**src/rtl/dc_trim_loop.sv**
```systemverilog
module dc_trim_loop #(
  parameter int DW      = 14,
  parameter int LIMIT   = 128,
  parameter int TC_TRIM = 0,
  parameter int ACCW    = DW + 32
) (
  input  logic                 clk,
  input  logic                 rst_n,
  input  logic                 enable,
  input  logic                 freeze,
  input  logic [2:0]           tc_sel,
  input  logic                 in_valid,
  input  logic signed [DW-1:0] in_data,
  output logic                 out_valid,
  output logic signed [DW-1:0] out_data
);

  localparam logic signed [DW:0] SMAX = (DW+1)'((1 <<< (DW-1)) - 1);
  localparam logic signed [DW:0] SMIN = -(DW+1)'(1 <<< (DW-1));

  logic [5:0]              base, sh;
  logic signed [ACCW-1:0]  acc, acc_sum, acc_nxt, lim_w, lim_acc, est_raw, est_w;
  logic signed [DW-1:0]    est, y;
  logic signed [DW:0]      diff;

  always_comb begin
    case (tc_sel)
      3'b001:  base = 6'd26;
      3'b010:  base = 6'd25;
      3'b011:  base = 6'd24;
      3'b100:  base = 6'd28;
      3'b101:  base = 6'd29;
      default: base = 6'd27;
    endcase
  end
  assign sh = base - 6'(TC_TRIM);

  assign lim_w   = ACCW'(LIMIT);
  assign lim_acc = lim_w <<< sh;
  assign est_raw = acc >>> sh;
  assign est_w   = (est_raw > lim_w) ? lim_w : (est_raw < -lim_w) ? -lim_w : est_raw;
  assign est     = est_w[DW-1:0];

  assign diff = {in_data[DW-1], in_data} - {est[DW-1], est};
  assign y    = !enable ? in_data :
                (diff > SMAX) ? SMAX[DW-1:0] :
                (diff < SMIN) ? SMIN[DW-1:0] : diff[DW-1:0];

  assign acc_sum = acc + {{(ACCW-DW){y[DW-1]}}, y};
  assign acc_nxt = (acc_sum > lim_acc) ? lim_acc : (acc_sum < -lim_acc) ? -lim_acc : acc_sum;

  always_ff @(posedge clk or negedge rst_n) begin
    if (!rst_n) begin
      acc       <= '0;
      out_valid <= 1'b0;
      out_data  <= '0;
    end else begin
      out_valid <= in_valid;
      if (in_valid) out_data <= y;
      if (!enable) acc <= '0;
      else if (in_valid && !freeze) acc <= acc_nxt;
    end
  end

  assert_valid_lat_R1: assert property (@(posedge clk) disable iff (!rst_n)
    in_valid |=> out_valid);
  assert_valid_gap_R1: assert property (@(posedge clk) disable iff (!rst_n)
    !in_valid |=> !out_valid);
  assert_bypass_R2: assert property (@(posedge clk) disable iff (!rst_n)
    (!enable && in_valid) |=> (out_data == $past(in_data)));
  assert_acc_clear_R2: assert property (@(posedge clk) disable iff (!rst_n)
    !enable |=> (acc == '0));
  assert_freeze_hold_R6: assert property (@(posedge clk) disable iff (!rst_n)
    (enable && freeze) |=> $stable(acc));
  assert_est_bound_R4: assert property (@(posedge clk) disable iff (!rst_n)
    (est_w <= lim_w) && (est_w >= -lim_w));

endmodule

```
**config.mk**
```make
export PLATFORM = sky130hd
export DESIGN_NAME = dc_trim_loop
export DESIGN_NICKNAME = d
export VERILOG_FILES = /design/src/rtl/dc_trim_loop.sv
export SDC_FILE = /design/constraint.sdc
export NUM_CORES = 1
export LEC_CHECK = 0
export CORE_MARGIN = 2
export CORE_UTILIZATION = 31
export CTS_CLUSTER_DIAMETER = 40
export DETAILED_ROUTE_END_ITERATION = 10
export PLACE_DENSITY = 0.48
export SYNTH_ARGS = -nofsm -noshare
export SYNTH_HDL_FRONTEND = slang
export SYNTH_SLANG_ARGS = --single-unit
```
**constraint.sdc**
```tcl
create_clock -name clk -period 16.82 [get_ports clk]
set_clock_uncertainty 0.05 [all_clocks]
set_input_delay 1.682 -clock clk [delete_from_list [all_inputs] [get_ports clk]]
set_output_delay 1.682 -clock clk [all_outputs]
set_load 0.03 [all_outputs]
```
Word-level counts from Yosys, hierarchy flattened

Cells that the tools add are included.

Memories: 0
Memory bits (read-only): 0
RAM bits: 0
Bits in latches: 0
Word-level logic and storage cells: 32
Register bits after elaboration: 61
Output and inout port bits: 15

Muxes and demuxes: 10
$add $sub $neg: 3
$mul: 0
Equal/unequal tests: 6
Divide/modulo/power cells: 0
Reduce and logical (&&, ||, !) cells: 2
Bitwise operators: 0
Shift operators: 2
$lt $le $gt $ge: 6

Operators with widths:

| cell                                                                    | count |
|---|---|
| 46-bit two-way mux                                                      | 4 |
| 14-bit two-way mux                                                      | 5 |
| 46-bit adder                                                            | 1 |
| 46-bit > comparator                                                     | 1 |
| 46-bit by 9-bit > comparator with 1-bit output (second input constant)  | 1 |
| 46-bit < comparator                                                     | 1 |
| 46-bit by 8-bit < comparator with 1-bit output (second input constant)  | 1 |
| 46-bit negator                                                          | 1 |
| 9-bit by 6-bit <<< shifter with 46-bit output (first input constant)    | 1 |
| 46-bit by 5-bit >>> shifter with 46-bit output                          | 1 |
| 15-bit by 14-bit > comparator with 1-bit output (second input constant) | 1 |
| 15-bit by 14-bit < comparator with 1-bit output (second input constant) | 1 |
| 3-bit one-hot mux with 5 select lines                                   | 1 |
| 14-bit by 14-bit subtractor with 15-bit output                          | 1 |
| 3-bit by 2-bit == test with 1-bit output (second input constant)        | 2 |
| 3-bit == test (second input constant)                                   | 2 |
| 3-bit by 1-bit == test with 1-bit output (second input constant)        | 1 |
| 2-bit by 1-bit != test with 1-bit output (second input constant)        | 1 |
| 1-bit logical AND                                                       | 1 |
| 1-bit logical NOT                                                       | 1 |

Logic depth before layout (Yosys ltp)

Depth in word-level cells: 17
Mapped depth: 50
Depth with buffers taken out: 47

Least setup slack after synthesis

Ideal clock, no wire load.

Kind: input port to flip-flop
From: input tc_sel[1]
To: register acc[33]
Arrival time: 12.148 ns
Data required time: 16.644 ns
Setup slack: 4.496 ns
Stages on the path: 41
Path through: clkbuf_1 inv_1 nor2_1 inv_1 nand2_1 clkbuf_1 nor2_1 a21oi_1 mux2i_1 nor4_1 o2111ai_1 nor4_1 o21ai_0 o21a_1 or2_2 fa_1 a21o_1 a21oi_1 [5 not listed] ha_1 clkbuf_1 a211o_1 a211o_1 a211oi_1 a211oi_2 a21o_1 a211oi_2 o21ai_1 xnor2_1 inv_2 ha_1 nand4_1 or4_1 o41ai_2 mux2i_1 mux2_2 a221o_1

Cells in the longest elaborated chain, start to end: 17
Elaborated cells between the ends (all ways): 26

Ends and longest elaborated chain:

| what                                             | line | source |
|---|---|---|
| start: declaration                               | 11   | `input logic [2:0] tc_sel,` |
| 3-bit == test (tied with other cells)            | 27   | `case (tc_sel)` |
| 3-bit one-hot mux with 5 select lines *          | 27   |  |
| 46-bit by 5-bit >>> shifter with 46-bit output * | 40   | `assign est_raw = acc >>> sh;` |
| 46-bit by 8-bit < comparator with 1-bit output   | 41   | `assign est_w = (est_raw > lim_w) ? lim_w : (est_raw < -lim_w) ? -lim_w : est_raw;` |
| 14-bit two-way mux                               | 41   |  |
| 14-bit two-way mux *                             | 41   |  |
| 14-bit by 14-bit subtractor with 15-bit output * | 44   | `assign diff = {in_data[DW-1], in_data} - {est[DW-1], est};` |
| 15-bit by 14-bit < comparator with 1-bit output  | 47   | `(diff < SMIN) ? SMIN[DW-1:0] : diff[DW-1:0];` |
| [2 not listed]                                   | -    |  |
| 14-bit two-way mux *                             | 45   | `assign y = !enable ? in_data :` |
| net y[13]                                        | 23   | `logic signed [DW-1:0] est, y;` |
| 46-bit adder *                                   | 49   | `assign acc_sum = acc + {{(ACCW-DW){y[DW-1]}}, y};` |
| 46-bit < comparator                              | 50   | `assign acc_nxt = (acc_sum > lim_acc) ? lim_acc : (acc_sum < -lim_acc) ? -lim_acc : acc_sum;` |
| 46-bit two-way mux                               | 50   |  |
| 46-bit two-way mux *                             | 50   |  |
| 46-bit two-way mux *                             | 61   | `else if (in_valid && !freeze) acc <= acc_nxt;` |
| 46-bit two-way mux *                             | 60   | `if (!enable) acc <= '0;` |
| end signal: assignment                           | 61   |  |
| end: declaration                                 | 22   | `logic signed [ACCW-1:0] acc, acc_sum, acc_nxt, lim_w, lim_acc, est_raw, est_w;` |

The timed path passes the listed nets; every way through them passes the cells marked *. The select of a mux whose other input is x is not followed.
A chain may end at the register's enable or synchronous reset.

Final worst setup path

From: input tc_sel[1]
To: register acc[13]

The elaborated chain is that of the path after synthesis.

==> impl_metrics.yaml <==
run_status:
  outcome: "complete, no violations"
run:
  max_cap_viol_count: 0
yosys:
  synth_top_area_frac: 0.198
  synth.distinct_cells: 76
  yosysMostFrequentCell: "nand2_1"
  ys_top_cells_by_count: "nand2_1 (87), a21oi_1 (82), ha_1 (78)"
  synthesis.yosys.warnings: 0
  synth_area_sq_mm: 0.00773
  synth_edf_count: 0
  synthCells: 970
  ys_ff_latch: 61
  yosysTopAreaCell: "dfrtp_1"
  synthTopCellsByArea: "dfrtp_1 (20%), ha_1 (13%), a21oi_1 (5.3%), mux2i_1 (5.2%), mux2_2 (4.4%)"
  synth_area_per_cell_sq_um: 7.97
  async_reset_ff_frac: 1.00
  synth.yosys.seq_area_share: 0.198
  synthFlopType: "dfrtp_1"
final_layout:
  final_area_sq_mm: 0.00874
  fin_cells: 1318
  seq_area_sq_mm: 0.00153
  syn_to_final_growth_pct: 13.1
  multiInputGateArea_sq_mm: 0.00595
  layout.nets: 1091
  n_antenna_cell: 0
  drive_above_1_share: 0.0785
  fillers: 2534
setup_path:
  cpPeakStageDelay_ns: 0.90
  reg2regPathDepth: 42
  startpoint: "tc_sel[1]"
  worst_ep_required_time_ns: 17.05
  path_delay_family: "compound AO/OA/AOI/OAI gates"
  crit_type: "in2reg"
  cp_slowest_cell: "clkdlybuf4s50_1"
  path_buf_inv: 3
  crit_arrival_ns: 15.29
  crit_cells: 46
  r2r_start: "acc[45]$_DFFE_PN0P_"
  critPathCaptureType: "flip-flop"
  startpoint_type: "input pin"
  path_max_fanout: 18
  cp_common_cell: "o21ai_0"
  rrSetupSlack_ns: 4.77
  cp-endpoint: "acc[13]$_DFFE_PN0P_"
  timing.rr.end: "acc[13]$_DFFE_PN0P_"
pwr:
  ir_worst_vdd_mv: 0.0525
  p_per_area_mw_per_mm2: 119
  p_leak_nw: 3.68
route:
  via_per_inst: 5.51
  vias: 7264
  wl_mm: 23.7
  dr.pass1.iters: 5
  wl_per_cell_microns: 18.0
  ant_nets: 0
  dr.first_iter.drc_count: 564
  drc: 0
timing:
  finalSetupViolCount: 0
  max_freq_mhz: 66.4
  hold_violations: 0
  tightest_slew_ns: 1.14
  fin_tns_setup_ns: 0
  timing.final.crit_share: 0.895
  rsz0062_at_grt: "false"
  final_max_slew_viol_count: 0
  final.min_clock_period_ns: 15.06
  relSlewSlack: 0.237
clocking:
  cts_root_buf: "clkbuf_16"
  clk_pin_slew_worst_paths_ns: 0.06
  post_cts_buffers: 0
  cts_resized: 0
  worstSkewPairLatency_ns: 0.34
  cts_hold_buf: 0
  clock_sinks: 61
  tritoncts: "built"
  h-tree-depth: 3
  clockBufferDepth: 2
  numCtsBuffers: 9
global_routing:
  grt-ovfl-total: 0
  grt_pass1_vias: 6979
  grt_usage: 0.181
  grt_max_degree: 62
  grt_pass1_wl_mm: 38.2
  antenna_found_initial: 0
floorplanning:
  die_width_microns: 162
  rows: 57
  initial_core_util: 0.317
  coreArea_sq_mm: 0.0244
  die_area_sq_mm: 0.0262
  die_y_microns: 162
  num_io_pins: 37
placement:
  place_area_sq_mm: 0.00843
  dp_hpwl_mm: 18.9
  portBuffers: 36
  gp_congestion: 0.840
  dp.cells: 1302
hold_path:
  min_path_type: "reg2reg"
cell usage in the layout (no fill, tap or decap), types with 4 or more instances in the layout:
cell             instances
nand2_1                 87
a21oi_1                 81
ha_1                    78
nor2_1                  72
o21ai_0                 64
dfrtp_1                 61
mux2i_1                 39
clkdlybuf4s50_1         35
inv_1                   33
mux2_2                  30
xnor2_1                 27
nor3_1                  24
xor2_1                  24
a21o_1                  21
nand3_1                 21
a22o_1                  20
nand4_1                 17
a211oi_1                17
o21ai_1                 17
o21a_1                  15
and2_1                  12
maj3_1                  12
nand2b_1                11
conb_1                  10
nor4_1                   9
o211ai_1                 9
nor2b_1                  9
clkbuf_16                9
a31oi_1                  7
o21bai_1                 7
o221ai_1                 7
buf_4                    7
a211o_1                  6
o22ai_1                  6
or2_2                    6
a21boi_0                 4
a2111oi_0                4
o31ai_1                  4
or4_1                    4
or3_1                    4
tightest hold or removal path, stage by stage (launching register included):
cell and delay (ns):
dfrtp_1 0.35, nand2_1 0.05, o21ai_1 0.06
kinds of logic (layout without fill, tap and decap cells):
| kind of cell | after synthesis | after routing | share of synthesized area |
|---|---|---|---|
| muxes | 71 | 71 | 0.0984 |
| xor gates and xnor gates | 51 | 51 | 0.0578 |
| other | 2 | 10 | 0.000972 |
| adders and majority gates | 92 | 92 | 0.147 |
| AOI/OAI and AO/OA | 323 | 323 | 0.276 |
| DFF | 61 | 61 | 0.198 |
| buffers and inverters | 80 | 96 | 0.0403 |
| and+or+nand+nor | 290 | 290 | 0.182 |
layer usage:
layer  global-route usage  share of wire
met4               0.0447          0.017
met2                0.283           0.43
met5                    0              0
met3               0.0163          0.033
met1                0.269           0.52
where the power goes:
part           internal (mW)  switching [mW]
registers              0.173          0.0299
logic                  0.253           0.391
clock network          0.120          0.0762
total                  0.546           0.497
worst min path at each step:
stage,start,endpoint,cells past startpoint,slack (ns)
after global routing,acc[12]$_DFFE_PN0P_,acc[12]$_DFFE_PN0P_,1,0.48
final,acc[7]$_DFFE_PN0P_,acc[7]$_DFFE_PN0P_,2,0.44
after CTS,acc[23]$_DFFE_PN0P_,acc[23]$_DFFE_PN0P_,2,0.45
after floorplan,acc[18]$_DFFE_PN0P_,acc[18]$_DFFE_PN0P_,2,0.41
after detailed placement,acc[23]$_DFFE_PN0P_,acc[23]$_DFFE_PN0P_,2,0.43
after global placement,acc[18]$_DFFE_PN0P_,acc[18]$_DFFE_PN0P_,2,0.43
layout make-up:
cell class | count | area share
Inverter | 37 | 0.0159
Clock inverter | 6 | 0.00802
Sequential cell | 61 | 0.175
Tap cell | 324 | 0.0464
Clock buffer | 10 | 0.0273
Timing Repair Buffer | 43 | 0.0467
Multi-Input combinational cell | 837 | 0.681
state kept, by name (all words and copies together), names as in the netlist:
name,cells
acc,46
out_valid,1
out_data,14
stage by stage:
step / hold slack (ns) / utilization / setup WS [ns] / power (mW)
after global placement: 0.426 / 0.346 / 1.64 / 0.846
after floorplan: 0.406 / - / 4.50 / 0.668
after detailed placement: 0.435 / 0.346 / 1.30 / 0.842
final: 0.441 / 0.358 / 1.76 / 1.04
after CTS: 0.448 / 0.358 / 1.60 / 1.04
after global routing: 0.477 / 0.358 / 0.529 / 1.13
Note: power is estimated with default switching activity, not from simulation.
